`config.mk`:
```
export PLATFORM = sky130hd
export DESIGN_NAME = dma_regs
export DESIGN_NICKNAME = d
export VERILOG_FILES = /design/src/rtl/dma_regs_pkg.sv /design/src/rtl/dma_addr_reg.sv /design/src/rtl/dma_count_reg.sv /design/src/rtl/dma_regs.sv
export SDC_FILE = /design/constraint.sdc
export NUM_CORES = 1
export LEC_CHECK = 0
export CAP_MARGIN = 10
export CORE_MARGIN = 4
export CORE_UTILIZATION = 25
export DETAILED_ROUTE_END_ITERATION = 12
export GPL_ROUTABILITY_DRIVEN = 0
export PLACE_DENSITY = 0.49
export SETUP_SLACK_MARGIN = 0.05
export SLEW_MARGIN = 40
export SYNTH_ARGS = -nofsm -noshare
export SYNTH_HDL_FRONTEND = slang
export SYNTH_HIERARCHICAL = 1
export SYNTH_SLANG_ARGS = --single-unit
```
`constraint.sdc`:
```
create_clock -name clk -period 3.8 [get_ports clk]
set_input_delay 0.57 -clock clk [delete_from_list [all_inputs] [get_ports clk]]
set_output_delay 0.57 -clock clk [all_outputs]
set_load 0.005 [all_outputs]
```
`src/rtl/dma_regs_pkg.sv`:
```
package dma_regs_pkg;

   // Default geometry of the channel
   localparam int DEF_ADDR_W  = 22;  // DMA byte address width
   localparam int DEF_LO_W    = 8;   // bits [LO_W:1] form the low half
   localparam int DEF_SEL_BIT = 14;  // CPU address line choosing the half
   localparam int DEF_CNT_W   = 14;  // transfer counter width

   // Next-state selector of the counter
   typedef enum logic [1:0] {
      CNT_HOLD = 2'd0,
      CNT_LOAD = 2'd1,
      CNT_STEP = 2'd2
   } cnt_op_e;

endpackage

```
`src/rtl/dma_addr_reg.sv`:
```
module dma_addr_reg #(
   parameter int ADDR_W  = dma_regs_pkg::DEF_ADDR_W,
   parameter int LO_W    = dma_regs_pkg::DEF_LO_W,
   parameter int SEL_BIT = dma_regs_pkg::DEF_SEL_BIT
) (
   input  logic              clk,
   input  logic              rst_n,
   input  logic              wr_i,
   input  logic [SEL_BIT:1]  a_i,
   input  logic              step_i,
   output logic [ADDR_W-1:0] addr_o
);
   localparam int QW = ADDR_W - 1;         // word address width
   localparam int HI_W = QW - LO_W;        // width of the high half
   localparam logic [QW-1:0] WORD_ONE = 1;

   generate
      if (HI_W != SEL_BIT - 1) begin : g_bad_hi
         $error("high half must take every CPU line below the select line");
      end
      if (LO_W < 1 || LO_W >= QW) begin : g_bad_lo
         $error("low half width out of range");
      end
   endgenerate

   logic [QW-1:0] q;      // word address, byte bit 0 implied zero
   logic [QW-1:0] q_nxt;
   logic          sel_hi;

   assign sel_hi = a_i[SEL_BIT];

   always_comb begin
      q_nxt = q;
      if (wr_i) begin
         if (sel_hi) q_nxt[QW-1:LO_W] = a_i[HI_W:1];
         else        q_nxt[LO_W-1:0]  = a_i[LO_W:1];
      end else if (step_i) begin
         q_nxt = q + WORD_ONE;
      end
   end

   always_ff @(posedge clk) begin
      if (!rst_n) q <= '0;
      else        q <= q_nxt;
   end

   assign addr_o = {q, 1'b0};

   AST_HI_LOAD_KEEPS_LO: assert property (@(posedge clk) disable iff (!rst_n)
      wr_i && sel_hi |=> addr_o[LO_W:1] == $past(addr_o[LO_W:1]));
   AST_LO_LOAD_KEEPS_HI: assert property (@(posedge clk) disable iff (!rst_n)
      wr_i && !sel_hi |=> addr_o[ADDR_W-1:LO_W+1] == $past(addr_o[ADDR_W-1:LO_W+1]));
   AST_STEP_ADVANCES: assert property (@(posedge clk) disable iff (!rst_n)
      step_i && !wr_i |=> addr_o[ADDR_W-1:1] == $past(addr_o[ADDR_W-1:1]) + WORD_ONE);
   AST_ADDR_HOLDS: assert property (@(posedge clk) disable iff (!rst_n)
      !step_i && !wr_i |=> $stable(addr_o));

endmodule

```
`src/rtl/dma_count_reg.sv`:
```
module dma_count_reg #(
   parameter int CNT_W         = dma_regs_pkg::DEF_CNT_W,
   parameter bit LOAD_PLUS_ONE = 1'b1
) (
   input  logic             clk,
   input  logic             rst_n,
   input  logic             wr_i,
   input  logic             word_i,
   input  logic [CNT_W+1:0] wdata_i,
   input  logic             stb_i,
   output logic             step_o,
   output logic [CNT_W-1:0] cnt_o,
   output logic             dir_o,
   output logic             en_o,
   output logic             tc_o,
   output logic [CNT_W+1:0] rdata_o
);
   import dma_regs_pkg::*;

   localparam int DIR_BIT = CNT_W;
   localparam int EN_BIT  = CNT_W + 1;
   localparam logic [CNT_W-1:0] CNT_ONE = 1;

   generate
      if (CNT_W < 2) begin : g_bad_w
         $error("counter width too small");
      end
   endgenerate

   logic [CNT_W-1:0] cnt_q, cnt_n, load_val;
   logic             dir_q, dir_n, en_q, en_n, tc_q, tc_n;
   logic             load;
   cnt_op_e          op;

   generate
      if (LOAD_PLUS_ONE) begin : g_bias
         assign load_val = wdata_i[CNT_W-1:0] + CNT_ONE;
      end else begin : g_plain
         assign load_val = wdata_i[CNT_W-1:0];
      end
   endgenerate

   assign load   = wr_i & word_i;
   assign step_o = stb_i & en_q;

   always_comb begin
      if (load)        op = CNT_LOAD;
      else if (step_o) op = CNT_STEP;
      else             op = CNT_HOLD;
   end

   always_comb begin
      cnt_n = cnt_q;
      dir_n = dir_q;
      en_n  = en_q;
      tc_n  = tc_q;
      case (op)
         CNT_LOAD: begin
            cnt_n = load_val;
            dir_n = wdata_i[DIR_BIT];
            en_n  = wdata_i[EN_BIT];
            tc_n  = 1'b0;
         end
         CNT_STEP: begin
            cnt_n = cnt_q - CNT_ONE;
            if (cnt_q == CNT_ONE) begin
               en_n = 1'b0;
               tc_n = 1'b1;
            end
         end
         default: ;
      endcase
   end

   always_ff @(posedge clk) begin
      if (!rst_n) begin
         cnt_q <= '0;
         dir_q <= 1'b0;
         en_q  <= 1'b0;
         tc_q  <= 1'b0;
      end else begin
         cnt_q <= cnt_n;
         dir_q <= dir_n;
         en_q  <= en_n;
         tc_q  <= tc_n;
      end
   end

   assign cnt_o   = cnt_q;
   assign dir_o   = dir_q;
   assign en_o    = en_q;
   assign tc_o    = tc_q;
   assign rdata_o = {2'b11, cnt_q};

   AST_BYTE_WRITE_IGNORED: assert property (@(posedge clk) disable iff (!rst_n)
      wr_i && !word_i && !stb_i |=> $stable(cnt_q) && $stable(en_q) && $stable(dir_q) && $stable(tc_q));
   AST_TC_DROPS_EN: assert property (@(posedge clk) disable iff (!rst_n)
      $rose(tc_o) |-> !en_o);
   AST_IDLE_WHEN_OFF: assert property (@(posedge clk) disable iff (!rst_n)
      !en_o && !load |=> $stable(cnt_o) && $stable(tc_o));
   AST_COUNT_DOWN: assert property (@(posedge clk) disable iff (!rst_n)
      stb_i && en_o && !load |=> cnt_o == $past(cnt_o) - CNT_ONE);

endmodule

```
`src/rtl/dma_regs.sv`:
```
module dma_regs #(
   parameter int ADDR_W        = dma_regs_pkg::DEF_ADDR_W,
   parameter int LO_W          = dma_regs_pkg::DEF_LO_W,
   parameter int SEL_BIT       = dma_regs_pkg::DEF_SEL_BIT,
   parameter int CNT_W         = dma_regs_pkg::DEF_CNT_W,
   parameter bit LOAD_PLUS_ONE = 1'b1
) (
   input  logic              clk,
   input  logic              rst_n,
   input  logic              cpu_addr_wr_i,
   input  logic [SEL_BIT:1]  cpu_a_i,
   input  logic              cpu_cnt_wr_i,
   input  logic              cpu_word_i,
   input  logic [CNT_W+1:0]  cpu_wdata_i,
   output logic [CNT_W+1:0]  cnt_rdata_o,
   input  logic              xfer_stb_i,
   output logic [ADDR_W-1:0] dma_addr_o,
   output logic              dma_dir_o,
   output logic              dma_en_o,
   output logic              dma_tc_o
);
   logic             step;
   logic [CNT_W-1:0] cnt_unused_view;

   dma_count_reg #(
      .CNT_W        (CNT_W),
      .LOAD_PLUS_ONE(LOAD_PLUS_ONE)
   ) u_cnt (
      .clk    (clk),
      .rst_n  (rst_n),
      .wr_i   (cpu_cnt_wr_i),
      .word_i (cpu_word_i),
      .wdata_i(cpu_wdata_i),
      .stb_i  (xfer_stb_i),
      .step_o (step),
      .cnt_o  (cnt_unused_view),
      .dir_o  (dma_dir_o),
      .en_o   (dma_en_o),
      .tc_o   (dma_tc_o),
      .rdata_o(cnt_rdata_o)
   );

   dma_addr_reg #(
      .ADDR_W (ADDR_W),
      .LO_W   (LO_W),
      .SEL_BIT(SEL_BIT)
   ) u_addr (
      .clk   (clk),
      .rst_n (rst_n),
      .wr_i  (cpu_addr_wr_i),
      .a_i   (cpu_a_i),
      .step_i(step),
      .addr_o(dma_addr_o)
   );

   AST_EN_ONLY_BY_LOAD: assert property (@(posedge clk) disable iff (!rst_n)
      $rose(dma_en_o) |-> $past(cpu_cnt_wr_i && cpu_word_i));
   AST_READBACK_TRACKS: assert property (@(posedge clk) disable iff (!rst_n)
      !cpu_cnt_wr_i && !xfer_stb_i |=> $stable(cnt_rdata_o));
   AST_ADDR_ALIGNED: assert property (@(posedge clk) disable iff (!rst_n)
      xfer_stb_i |=> !dma_addr_o[0]);

endmodule

```
Word-level counts from Yosys, hierarchy flattened. Cells that the tools add are included. Widths: inputs -> output; s select.

Word-level logic and storage cells: 33. Register bits after elaboration: 38. Output and inout port bits: 41.

Muxes and demuxes: 11. Add/subtract/negate cells: 3. Equal/unequal tests: 6. Bitwise logic cells: 2. Reduce and logical (&&, ||, !) cells: 5.

Operators with widths (count): $mux 21 (2); $pmux 14 s2 (1); $add 21x1->21 const B (1); $add 14x1->14 const B (1); $eq 14x1->1 const B (1); $sub 14x1->14 const B (1); $mux 13 (1); $mux 8 (1); $reduce_and 2->1 (3); $mux 2 (2); $ne 2x1->1 const B (2); $pmux 1 s2 (2); $reduce_bool 2->1 (2); $and 1x1->1 (2); $eq 2x1->1 const B (1); $eq 2x2->1 const B (1); $mux 1 (2); $ne 2x2->1 const B (1).

Logic depth before layout (Yosys ltp). Gate-level depths: netlist of run 1.

Depth after elaboration: 6. Mapped depth: 7. Mapped depth without buffers: 7.

By module. Netlist of run 1, hierarchy kept.

By module, submodules not included: dma_addr_reg (sequential area each 420.4 µm², cells an instance 180, area an instance 1388.8 µm², times used 1); dma_count_reg (sequential area each 340.3 µm², cells an instance 156, area an instance 1218.7 µm², times used 1).

Worst setup path after synthesis of run 1. Ideal clock, no wire load.

Path type: in2reg. Start point: in xfer_stb_i. End point: reg u_addr.q[14]. Setup time: 103 ps. Arrival time: 1536 ps. Stages on the path: 5. Path buffers: 0. Slack: 2160 ps. Path through: nand2_1 -> inv_1 -> nor2b_1 -> a311oi_1 -> a2111oi_2.

Word-level cells in the longest chain between the ends: 3.

RTL lines: start: declaration (line dma_regs.sv:16) `input logic xfer_stb_i,`; $and 1x1->1 (line dma_count_reg.sv:44) `assign step_o = stb_i & en_q;`; named net step (line dma_regs.sv:22) `logic step;`; $reduce_bool 2->1 (no line); $reduce_and 2->1 (no line); end signal: assignment (line dma_addr_reg.sv:44) `else q <= q_nxt;`; end: declaration (line dma_addr_reg.sv:26) `logic [QW-1:0] q;`.

The timed path passes the listed nets, and every way through them passes these cells. A chain may end at the register's enable or synchronous reset.

Worst setup path after layout of run 1.
Start point: in cpu_addr_wr_i. End point: reg u_addr.q[6].

Word-level cells in the longest chain between the ends: 2. Elaborated cells on any way between the ends: 4. Those cells by class: eq/ne: 1; mux: 1; reduce/logical: 2.

RTL lines: start: declaration (line dma_regs.sv:10) `input logic cpu_addr_wr_i,`; $ne 2x2->1 (no line) / $reduce_bool 2->1 (equally long branches); $reduce_and 2->1 (no line).

Several ways; a longest one is shown, not always the timed one.

==> impl_metrics.json, run 1 <==
{
  "final_common_cell": "clkdlybuf4s50_1",
  "cts_tree": "done",
  "fin_area_mm2": 0.00343,
  "numCtsBuffers": 5,
  "slowest_stage": "clkdlybuf4s50_1",
  "powerDensity_mw_per_mm2": 273,
  "fmax_ghz": 0.421,
  "grt_pass1_vias": 2495,
  "worst_pin_slew_ns": 0.658,
  "path_class": "in -> reg",
  "port_buffers": 73,
  "ios": 77,
  "setup_viol": 0,
  "die_h_um": 110,
  "core_region_area_mm2": 0.0102,
  "drv_cap": 0,
  "drt-total-wl_mm": 8.15,
  "worstHoldPathType": "reg -> reg",
  "rows": 37,
  "synth_mux_area_frac": 0.0154,
  "die_area_mm2": 0.0121,
  "nNetsFinal": 431,
  "synthCells": 336,
  "synthSimpleGateAreaFrac": 0.288,
  "clkSinkCount": 38,
  "peakVddDrop_uv": 120,
  "post_route_cells_drive_above_1_share": 0.0563,
  "num_vias": 2641,
  "firstDrtPassIters": 4,
  "viasPerCell": 5.01,
  "post-route-min-period_ns": 2.37,
  "critPathCaptureType": "register",
  "drt_iter0_drc": 91,
  "root_buffer": "clkbuf_8",
  "final_hold_viol_count": 0,
  "synth_fa_ha_area_frac": 0.0192,
  "async_reset_ff_frac": 0,
  "setup_ws_ns": 1.43,
  "ys_types": 58,
  "yosys_warnings": 6,
  "nFillCells": 1075,
  "power_leakage_uw": 0.00112,
  "grt_max_degree": 19,
  "grt_pass1_wl_mm": 12.4,
  "synth_area_mm2": 0.00261,
  "layout_common_cells": "clkdlybuf4s50_1, nand2_1, dfxtp_1",
  "fp.dieW_um": 110,
  "period_share": 0.625,
  "syn2layout_area_growth_pct": 31.7,
  "start_kind": "input pin",
  "grtUsageTotal": 0.129,
  "drc_errors": 0,
  "cts_setup_buffers": 0,
  "yosysSeqAreaShare": 0.292,
  "ys_ff_latch": 38,
  "clkLatencyLatePin_ns": 0.29,
  "place_ws_ns": 1.08,
  "dp_hpwl_mm": 6.25,
  "antenna_left": 0,
  "initial_core_util": 0.255,
  "htree_num_levels": 2,
  "wire_per_inst_um": 15.5,
  "placed_cell_area_mm2": 0.00335,
  "synth_top_family_by_area": "simple AND/OR/NAND/NOR gates",
  "grt_overflow": 0,
  "crit_family": "buffers and inverters",
  "synth-xor-area-share": 0.0773,
  "outcome": "complete, no violations",
  "maxSlewHeadroom": 0.561,
  "fin_util": 0.336,
  "synth.avg_cell_area_um2": 7.76,
  "slew_violations": 0,
  "crit_chain": "clkdlybuf4s50_1, nand2_1, o21ai_1, nor2_1, o221a_2",
  "ys.flop_type": "dfxtp_1",
  "reg2reg_depth": 5,
  "antenna_found_initial": 0,
  "worst_ep_required_time_ns": 3.98,
  "critPathArrivalTime_ns": 2.56,
  "cts_resized": 0,
  "crit_buf_inv": 1,
  "hold_buffers": 0,
  "fin_skew_ns": 0.00415,
  "slowest_delay_ns": 0.87,
  "clk_pin_slew_ns": 0.07,
  "hold_depth": 2,
  "tns_ns": 0,
  "clock_path_buffers": 2,
  "worst-path-stages": 5,
  "rsz0062_at_grt": "false",
  "synth_edf_count": 0,
  "synth_compound_area_frac": 0.225,
  "crit_path_max_fanout": 16,
  "diodes": 0
}
==> synth_stat cells (all sizes together) (2+ instances only) <==
cell type,number,area share
xor2,13,0.044
buf,22,0.058
o31ai,4,0.013
or4,2,0.0086
o221ai,2,0.0067
and3,3,0.0077
o21ai,18,0.035
clkbuf,6,0.0086
nand2,41,0.059
a21o,2,0.0058
a2111oi,2,0.012
nand2b,2,0.0048
inv,9,0.013
o22ai,5,0.012
a22oi,3,0.0086
nor2b,2,0.0048
and2,5,0.012
and4,5,0.017
or3,3,0.0072
conb,2,0.0029
nor2,25,0.036
nand4,14,0.039
mux2i,4,0.015
o21a,2,0.0058
ha,4,0.019
a31oi,8,0.019
a21oi,21,0.040
a311oi,3,0.010
a32o,2,0.0082
dfxtp,38,0.29
nor4,9,0.024
nor3,10,0.023
xnor2,10,0.034
o41ai,3,0.010
a211oi,6,0.017
nand3,15,0.031
==> kinds of logic after synthesis <==
| kind of cell | count (synthesis) |
|---|---|
| buffers and inverters | 38 |
| muxes | 4 |
| and+or+nand+nor | 140 |
| AOI/OAI and AO/OA | 87 |
| xor gates and xnor gates | 23 |
| adders and majority gates | 4 |
| DFF | 38 |
| other | 2 |
==> path summary, 6_finish.rpt <==
path                                     from      endpoint  slack [ns]
worst max-delay path            cpu_addr_wr_i   u_addr/q[6]        1.43
worst min-delay path              u_cnt/dir_o   u_cnt/dir_o        0.46
worst max register to register     u_cnt/en_o  u_addr/q[14]        1.88
worst min register to register    u_cnt/dir_o   u_cnt/dir_o        0.46
==> through the flow <==
stage	instances	hold WS, ns	power (uW)
floorplan	337	0.453	577
global placement	520	0.452	683
detailed placement	520	0.458	683
CTS	527	0.469	958
global route	527	0.496	992
finish	527	0.463	939
==> tightest hold or removal path, delay by kind of cell (launching register included) <==
family	cells	cell delay (ns)
flops	1	0.32
compound gates	1	0.05
simple gates	1	0.05
==> metal layers <==
layer  vias up  wire length [um]  GRT usage
li1       1336                 -          -
met4         0                69     0.0290
met3         6               606     0.0326
met5         -                 0          0
met1      1226              3500      0.158
met2        73              3970      0.227
==> power by group <==
| part | total (uW) | switching (uW) | internal, uW | leakage, uW |
|---|---|---|---|---|
| clock network | 265 | 139 | 127 | 0.0000383 |
| registers | 454 | 33.7 | 420 | 0.000311 |
| logic | 220 | 102 | 118 | 0.000770 |
==> area by class of cell <==
class	instances	area (um2)	share of cell area
sequential	38	761	0.221
timing repair buffer	75	746	0.217
clock buffer	7	76.3	0.0222
multi-input combinational	261	1640	0.479
tap	136	170	0.0495
inverter	10	37.5	0.0109
==> state kept, by name, indices dropped and copies added (netlist names) <==
signal and count:
u_addr/q 21, u_cnt/cnt_o 14, u_cnt/dir_o 1, u_cnt/en_o 1, u_cnt/tc_o 1
Note: power is estimated with default switching activity, not from simulation.
==> inputs of run 2 (changes only) <==
clock period = 2.4 ns   (was 3.8 ns; I/O delays follow)
==> run 2 against run 1 <==
  * Non-clock buffer count rose by 7
  * Utilization up 1.2 points
  * Worst setup slack lost 0.91 ns
  * Worst hold slack worse by 0.0042 ns
  * Critical path depth is the same
  * Final cell count rose by 1.5%
  * Die area unchanged
  * Critical path type unchanged
  * Critical endpoint is now u_addr/q[13]
  * Largest cell class unchanged
  * Highest routed layer unchanged
==> impl_metrics.json, run 2 (synthesis gave the netlist of run 1 again) <==
{
  "regMostFlops": "u_addr/q",
  "slowest_delay_ns": 0.60,
  "syn2layout_area_growth_pct": 36.6,
  "layout_common_cells": "clkdlybuf4s50_1, nand2_1, dfxtp_1",
  "fmax_ghz": 0.530,
  "cts_resized": 0,
  "post_route_cells_drive_above_1_share": 0.0777,
  "cts_tree": "done",
  "period_share": 0.787,
  "rrSetupSlack_ns": 0.56,
  "crit_family": "simple AND/OR/NAND/NOR gates",
  "worst_pin_slew_ns": 0.623,
  "post-route-min-period_ns": 1.89,
  "drv_cap": 0,
  "initial_core_util": 0.255,
  "rsz0062_at_grt": "false",
  "final_common_cell": "clkdlybuf4s50_1",
  "path_class": "in -> reg",
  "root_buffer": "clkbuf_8",
  "grt_max_degree": 32,
  "rows": 37,
  "clkLatencyLatePin_ns": 0.29,
  "clk_pin_slew_ns": 0.08,
  "maxSlewHeadroom": 0.582,
  "die_area_mm2": 0.0121,
  "drt-total-wl_mm": 8.31,
  "peakVddDrop_uv": 229,
  "htree_num_levels": 2,
  "worstHoldPathType": "reg -> reg",
  "critPathCaptureType": "register",
  "critPathArrivalTime_ns": 2.08,
  "cts_setup_buffers": 0,
  "core_region_area_mm2": 0.0102,
  "clkSinkCount": 38,
  "crit_chain": "clkdlybuf4s50_1, nand2b_1, nand2_1, o21ai_0, a32o_2",
  "port_buffers": 73,
  "numCtsBuffers": 5,
  "drt_iter0_drc": 98,
  "dp_hpwl_mm": 6.37,
  "ios": 77,
  "crit_path_max_fanout": 10,
  "die_h_um": 110,
  "whs_ns": 0.459,
  "power_leakage_uw": 0.00119,
  "drc_errors": 0,
  "slew_violations": 0,
  "nNetsFinal": 438,
  "clock_path_buffers": 2,
  "grtUsageTotal": 0.137,
  "antenna_left": 0,
  "wire_per_inst_um": 15.5,
  "grt_pass1_wl_mm": 13.2,
  "grt_overflow": 0,
  "crit_buf_inv": 1,
  "fin_skew_ns": 0.00955,
  "tns_ns": 0,
  "setup_viol": 0,
  "hold_buffers": 0,
  "start_kind": "input pin",
  "viasPerCell": 5.13,
  "worst_ep_required_time_ns": 2.59,
  "powerDensity_mw_per_mm2": 496,
  "antenna_found_initial": 0,
  "fp.dieW_um": 110,
  "largest_reg_flops": 21,
  "slowest_stage": "clkdlybuf4s50_1",
  "outcome": "complete, no violations",
  "diodes": 0,
  "grt_pass1_vias": 2596,
  "num_vias": 2747,
  "firstDrtPassIters": 5,
  "final_hold_viol_count": 0,
  "fin_util": 0.348
}
run 2: tightest hold or removal path, stage by stage (launching register included):
cell     delay, ns
dfxtp_1       0.31
nand2_1       0.05
a21oi_1       0.05
run 2: power by group:
group / switching (uW) / internal (uW) / total, uW / leakage, uW
registers: 54.1 / 665 / 719 / 0.000311
logic: 165 / 196 / 361 / 0.000810
clock network: 244 / 444 / 687 / 0.0000714
total: 463 / 1300 / 1770 / 0.00119
run 2: final timing paths:
| check | startpoint | to | depth (start not counted) |
|---|---|---|---|
| worst min register to register | u_cnt/tc_o | u_cnt/tc_o | 2 |
| worst max register to register | u_addr/q[0] | u_addr/q[20] | 5 |
| worst max-delay path | cpu_addr_wr_i | u_addr/q[13] | 5 |
| worst min-delay path | u_cnt/tc_o | u_cnt/tc_o | 2 |
run 2: per-stage QoR:
stage,power [uW],worst slack [ns],std cells,area [um2]
after floorplan,913,0.859,337,2610
after global routing,1860,0.399,535,3560
after global placement,1090,0.226,527,3420
after CTS,1800,0.524,535,3560
final,1770,0.512,535,3560
after detailed placement,1090,0.201,527,3420
run 2: cell type report:
type / instances / area, um2
Clock buffer: 6 / 82.6
Multi-Input combinational cell: 261 / 1640
Inverter: 10 / 37.5
Fill cell: 1102 / 6670
Sequential cell: 38 / 761
Timing Repair Buffer: 82 / 811
Clock inverter: 2 / 60.1
Tap cell: 136 / 170
run 2: per-layer routing:
metal,GRT usage,share of wire
met1,0.174,0.43
met2,0.229,0.48
met3,0.0297,0.076
met4,0.0449,0.020
met5,0,0
